--- src/rtl/rxbuf_pkg.sv ---
package rxbuf_pkg;
    // Status bits stored beside the data in every queue entry.
    // ovr is the least significant field and sits directly above the data bits.
    typedef struct packed {
        logic ferr;
        logic perr;
        logic ovr;
    } rxb_flags_t;

    localparam int RXB_FLAG_W = $bits(rxb_flags_t);
endpackage

--- src/rtl/rxbuf_mem.sv ---
module rxbuf_mem #(
    parameter int ENT_W = 12,
    parameter int DEPTH = 2,
    localparam int AW   = $clog2(DEPTH)
) (
    input  logic             clk,
    input  logic             we,
    input  logic [AW-1:0]    waddr,
    input  logic [ENT_W-1:0] wdata,
    input  logic [AW-1:0]    raddr,
    output logic [ENT_W-1:0] rdata
);
    logic [ENT_W-1:0] slot_q [DEPTH];

    for (genvar i = 0; i < DEPTH; i++) begin : g_slot
        always_ff @(posedge clk) begin
            if (we && (waddr == AW'(i))) begin
                slot_q[i] <= wdata;
            end
        end
    end

    assign rdata = slot_q[raddr];
endmodule

--- src/rtl/rxbuf_ctrl.sv ---
module rxbuf_ctrl #(
    parameter int DATA_W = 9,
    parameter int DEPTH  = 2,
    localparam int AW    = $clog2(DEPTH),
    localparam int CW    = $clog2(DEPTH + 1),
    localparam int ENT_W = DATA_W + rxbuf_pkg::RXB_FLAG_W,
    localparam int OVR_B = DATA_W
) (
    input  logic              clk,
    input  logic              rst_n,
    input  logic              rx_en,
    input  logic              frm_valid,
    input  logic [ENT_W-1:0]  new_ent,
    input  logic              start_det,
    input  logic              rd_req,
    input  logic [ENT_W-1:0]  head_ent,
    output logic              mem_we,
    output logic [AW-1:0]     mem_waddr,
    output logic [ENT_W-1:0]  mem_wdata,
    output logic [AW-1:0]     mem_raddr,
    output logic [CW-1:0]     fill,
    output logic [DATA_W-2:0] dout
);
    typedef struct packed {
        logic [AW-1:0]     wptr;
        logic [AW-1:0]     rptr;
        logic [CW-1:0]     fill;
        logic              held_vld;
        logic [ENT_W-1:0]  held_ent;
        logic              ovr_pend;
        logic [DATA_W-2:0] dout;
    } st_t;

    st_t q, d;
    logic pop, free, ovr_now;
    logic [ENT_W-1:0] wr_src;

    function automatic logic [AW-1:0] ptr_inc(input logic [AW-1:0] p);
        return (p == AW'(DEPTH - 1)) ? '0 : p + AW'(1);
    endfunction

    always_comb begin
        d         = q;
        mem_we    = 1'b0;
        mem_wdata = '0;
        wr_src    = '0;
        pop       = 1'b0;
        free      = 1'b0;
        ovr_now   = 1'b0;
        if (!rx_en) begin
            d.wptr     = '0;
            d.rptr     = '0;
            d.fill     = '0;
            d.held_vld = 1'b0;
            d.ovr_pend = 1'b0;
        end else begin
            pop = rd_req && (q.fill != '0);
            if (pop) begin
                d.dout = head_ent[DATA_W-2:0];
                d.rptr = ptr_inc(q.rptr);
            end
            free = (q.fill < CW'(DEPTH)) || pop;
            // Held frame is older than anything new, so it goes first.
            if (q.held_vld && free) begin
                mem_we     = 1'b1;
                wr_src     = q.held_ent;
                d.held_vld = 1'b0;
            end else if (q.held_vld && start_det) begin
                ovr_now    = 1'b1;
                d.held_vld = 1'b0;
            end
            if (frm_valid) begin
                if (free && !q.held_vld) begin
                    mem_we = 1'b1;
                    wr_src = new_ent;
                end else begin
                    if (d.held_vld) begin
                        ovr_now = 1'b1;
                    end
                    d.held_vld = 1'b1;
                    d.held_ent = new_ent;
                end
            end
            if (mem_we) begin
                mem_wdata        = wr_src;
                mem_wdata[OVR_B] = q.ovr_pend;
                d.wptr           = ptr_inc(q.wptr);
                d.ovr_pend       = 1'b0;
            end
            if (ovr_now) begin
                d.ovr_pend = 1'b1;
            end
            d.fill = q.fill + CW'(mem_we) - CW'(pop);
        end
    end

    always_ff @(posedge clk or negedge rst_n) begin
        if (!rst_n) q <= '0;
        else        q <= d;
    end

    assign mem_waddr = q.wptr;
    assign mem_raddr = q.rptr;
    assign fill      = q.fill;
    assign dout      = q.dout;
endmodule

--- src/rtl/rx_frame_buffer.sv ---
module rx_frame_buffer #(
    parameter int DATA_W = 9,
    parameter int DEPTH  = 2,
    localparam int AW    = $clog2(DEPTH),
    localparam int CW    = $clog2(DEPTH + 1),
    localparam int ENT_W = DATA_W + rxbuf_pkg::RXB_FLAG_W
) (
    input  logic              clk,
    input  logic              rst_n,
    input  logic              rx_en,
    input  logic              frm_valid,
    input  logic [DATA_W-1:0] frm_data,
    input  logic              frm_ferr,
    input  logic              frm_perr,
    input  logic              start_det,
    input  logic              rd_req,
    output logic [DATA_W-2:0] rd_dout,
    output logic              rx_done,
    output logic              head_bit9,
    output logic              head_ferr,
    output logic              head_perr,
    output logic              head_ovr
);
    import rxbuf_pkg::*;

    logic [ENT_W-1:0] new_ent, head_ent, mem_wdata;
    logic [AW-1:0]    mem_waddr, mem_raddr;
    logic             mem_we;
    logic [CW-1:0]    fill;
    rxb_flags_t       in_flags, head_flags;

    assign in_flags = '{ferr: frm_ferr, perr: frm_perr, ovr: 1'b0};
    assign new_ent  = {in_flags, frm_data};

    rxbuf_ctrl #(.DATA_W(DATA_W), .DEPTH(DEPTH)) u_ctrl (
        .clk(clk), .rst_n(rst_n), .rx_en(rx_en), .frm_valid(frm_valid),
        .new_ent(new_ent), .start_det(start_det), .rd_req(rd_req),
        .head_ent(head_ent), .mem_we(mem_we), .mem_waddr(mem_waddr),
        .mem_wdata(mem_wdata), .mem_raddr(mem_raddr), .fill(fill),
        .dout(rd_dout)
    );

    rxbuf_mem #(.ENT_W(ENT_W), .DEPTH(DEPTH)) u_mem (
        .clk(clk), .we(mem_we), .waddr(mem_waddr), .wdata(mem_wdata),
        .raddr(mem_raddr), .rdata(head_ent)
    );

    assign rx_done    = (fill != '0);
    assign head_flags = rx_done ? rxb_flags_t'(head_ent[ENT_W-1:DATA_W]) : '0;
    assign head_bit9  = rx_done & head_ent[DATA_W-1];
    assign head_ferr  = head_flags.ferr;
    assign head_perr  = head_flags.perr;
    assign head_ovr   = head_flags.ovr;
endmodule

--- config.mk ---
export PLATFORM = sky130hd
export DESIGN_NAME = rx_frame_buffer
export DESIGN_NICKNAME = d
export VERILOG_FILES = /design/src/rtl/rxbuf_pkg.sv /design/src/rtl/rxbuf_mem.sv /design/src/rtl/rxbuf_ctrl.sv /design/src/rtl/rx_frame_buffer.sv
export SDC_FILE = /design/constraint.sdc
export NUM_CORES = 1
export LEC_CHECK = 0
export ABC_AREA = 1
export BUFFER_PORTS_ARGS = -buffer_cell sky130_fd_sc_hd__buf_2
export CELL_PAD_IN_SITES_DETAIL_PLACEMENT = 0
export CELL_PAD_IN_SITES_GLOBAL_PLACEMENT = 1
export CORE_ASPECT_RATIO = 1.25
export CORE_MARGIN = 5
export CORE_UTILIZATION = 47
export DETAILED_ROUTE_END_ITERATION = 16
export GPL_ROUTABILITY_DRIVEN = 0
export GPL_TIMING_DRIVEN = 0
export PLACE_DENSITY_LB_ADDON = 0.05
export SLEW_MARGIN = 20
export SYNTH_ARGS = -nofsm -noshare
export SYNTH_HDL_FRONTEND = slang
export SYNTH_HIERARCHICAL = 1
export SYNTH_SLANG_ARGS = --single-unit
--- constraint.sdc ---
create_clock -name clk -period 5.25 [get_ports clk]
set_input_delay 1.05 -clock clk [delete_from_list [all_inputs] [get_ports clk]]
set_output_delay 1.05 -clock clk [all_outputs]
set_load 0.005 [all_outputs]
==> flow_metrics.env <==
export IMPL_status="finished, final reports clean"
export IMPL_synth_cell_area_um2=2460
export IMPL_cts_buffers=5
export IMPL_initial_core_util_pct=48.4
export IMPL_hold_viol=0
export IMPL_die_height_um=90.9
export IMPL_worstHoldStart="u_ctrl/q[11]"
export IMPL_antenna_left=0
export IMPL_peakVddDrop_v=0.000258
export IMPL_dieArea_um2=6790
export IMPL_grt_pass1_wl_um=7360
export IMPL_tritoncts="yes"
export IMPL_cts_sinks=49
export IMPL_endpoint_kind="flop"
export IMPL_post_drt_via_cell_ratio=4.47
export IMPL_nFillCells=508
export IMPL_syn_area_per_cell_um2=8.82
export IMPL_drc_errors=0
export IMPL_drt_first_iter_violations=35
export IMPL_clock_path_buffers=2
export IMPL_cp_required_ps=5180
export IMPL_finClkSkew_ps=5.48
export IMPL_cts_repair_resized=0
export IMPL_finalCriticalPeriod_ps=2600
export IMPL_r2r_start="u_ctrl/fill[1]"
export IMPL_setup_viol_count_final=0
export IMPL_cts_hold_buf=0
export IMPL_die_w_um=74.7
export IMPL_grt_overflow=0
export IMPL_drive_above_1_share_pct=24.1
export IMPL_hp_class="flop to flop"
export IMPL_p_leak_nw=1.47
export IMPL_wirelength_um=4120
export IMPL_antenna_found_initial=0
export IMPL_tns_ps=0
export IMPL_register_area_um2=1350
export IMPL_n_antenna_cell=0
export IMPL_vias=1689
export IMPL_r2r_end="u_mem/slot_q[0][5]"
export IMPL_start_kind="input port"
export IMPL_rsz0062_at_grt="no"
export IMPL_cts_root_buffer="clkbuf_8"
export IMPL_clock_fmax_mhz=385
export IMPL_nNetsFinal=334
export IMPL_hold_depth=2
export IMPL_worst_r2r_setup_slack_ps=3190
export IMPL_post_place_ws_ps=2290
export IMPL_io_buffers=29
export IMPL_final_setup_worst_slack_ps=2650
export IMPL_final_util_pct=55.5
export IMPL_area_delta_synth_final_pct=14.6
export IMPL_grt_max_degree=26
export IMPL_avgRoutedWirePerCell_um=10.9
export IMPL_htree_levels=2
export IMPL_min_to="u_ctrl/q[11]"
export IMPL_multiInputGateArea_um2=791
export IMPL_cp_arrival_ps=2520
export IMPL_tightest_slew_ps=916
export IMPL_max_cap_violations=0
export IMPL_syn_inst=279
export IMPL_ios=30
export IMPL_rows=29
export IMPL_dr_pass1_iters=4
export IMPL_fp_coreArea_um2=5080
export IMPL_worstPathMaxFanout=12
export IMPL_worst_r2r_cell_count=5
export IMPL_finalMaxSlewViolations=0
export IMPL_grt_usage_pct=13.7
export IMPL_relSlewSlack_pct=38.7
export IMPL_grt_pass1_vias=1679
export IMPL_fin_crit_sh_pct=49.5
export IMPL_clk_latency_ps=300
export IMPL_syn_nets=298
export IMPL_clk_pin_slew_worst_paths_ps=90
export IMPL_yosysWarnings=6
export IMPL_hpwl_um=3180
export IMPL_postCtsSetupBuffers=0
export IMPL_crit_type="input port to flop"
export IMPL_powerDensity_nw_per_um2=447
[layout make-up]
class	count	share of cell area, %
Multi-Input combinational cell	167	28.0
Clock inverter	3	2.44
Buffer	23	6.16
Tap cell	62	2.75
Timing Repair Buffer	29	5.14
Inverter	40	5.32
Sequential cell	49	47.7
Clock buffer	5	2.44
[layer usage]
metal  up-vias  global-route usage (%)  routed length, um
met1       710                    16.5               1800
met3         6                    3.12                181
met4         0                    4.45                 62
met2        27                    23.7               2080
met5         -                       0                  0
li1        946                       -                  -
[placed cells by master, fill, tap and decap left out]
master	instances
o21ai_2	8
o21ai_0	2
nand2_2	3
nand3_1	37
buf_4	14
nand2_1	88
inv_2	3
clkbuf_8	5
nand4_1	3
clkbuf_1	1
nor2_2	1
bufinv_16	2
inv_6	1
buf_6	4
buf_2	33
nand2_4	1
edfxtp_1	24
nor2_1	8
inv_1	37
a21oi_1	12
nor3b_1	1
dfrtp_1	25
nand3_4	1
ha_1	2
[how the worst max path moves through the flow]
stage               cells after the start   from                  to  slack [ps]
floorplan                               6  rx_en  u_mem/slot_q[0][0]        2760
global placement                        7  rx_en  u_mem/slot_q[0][2]        2320
detailed placement                      7  rx_en  u_mem/slot_q[0][2]        2290
CTS                                     7  rx_en  u_mem/slot_q[0][5]        2620
global route                            7  rx_en  u_mem/slot_q[0][7]        2500
finish                                  7  rx_en  u_mem/slot_q[0][5]        2650
[sequential cells by signal, indices dropped and copies added (netlist names)]
name	count
u_ctrl/dout	8
u_ctrl/fill	2
u_ctrl/mem_raddr	1
u_ctrl/mem_waddr	1
u_ctrl/q	13
u_mem/slot_q	24
[where the power goes]
part	internal [mW]	switching [mW]
sequential	0.500	0.0542
clock	0.192	0.123
combinational	0.180	0.213
total	0.872	0.390
[critical path, stage by stage]
cell,delay [ps]
buf_2,120
buf_4,180
inv_1,90
buf_2,190
nor2_1,150
inv_1,50
nor2_1,690
[stage by stage]
stage | power, mW | instances | cell area (um2) | hold WS (ps)
5_1_grt | 1.37 | 378 | 2820 | 512
2_1_floorplan | 0.849 | 279 | 2460 | 443
3_5_place_dp | 0.962 | 370 | 2680 | 462
6_report | 1.26 | 378 | 2820 | 482
4_1_cts | 1.28 | 378 | 2820 | 485
3_3_place_gp | 0.957 | 370 | 2680 | 458
(Power assumes the default switching activity.)
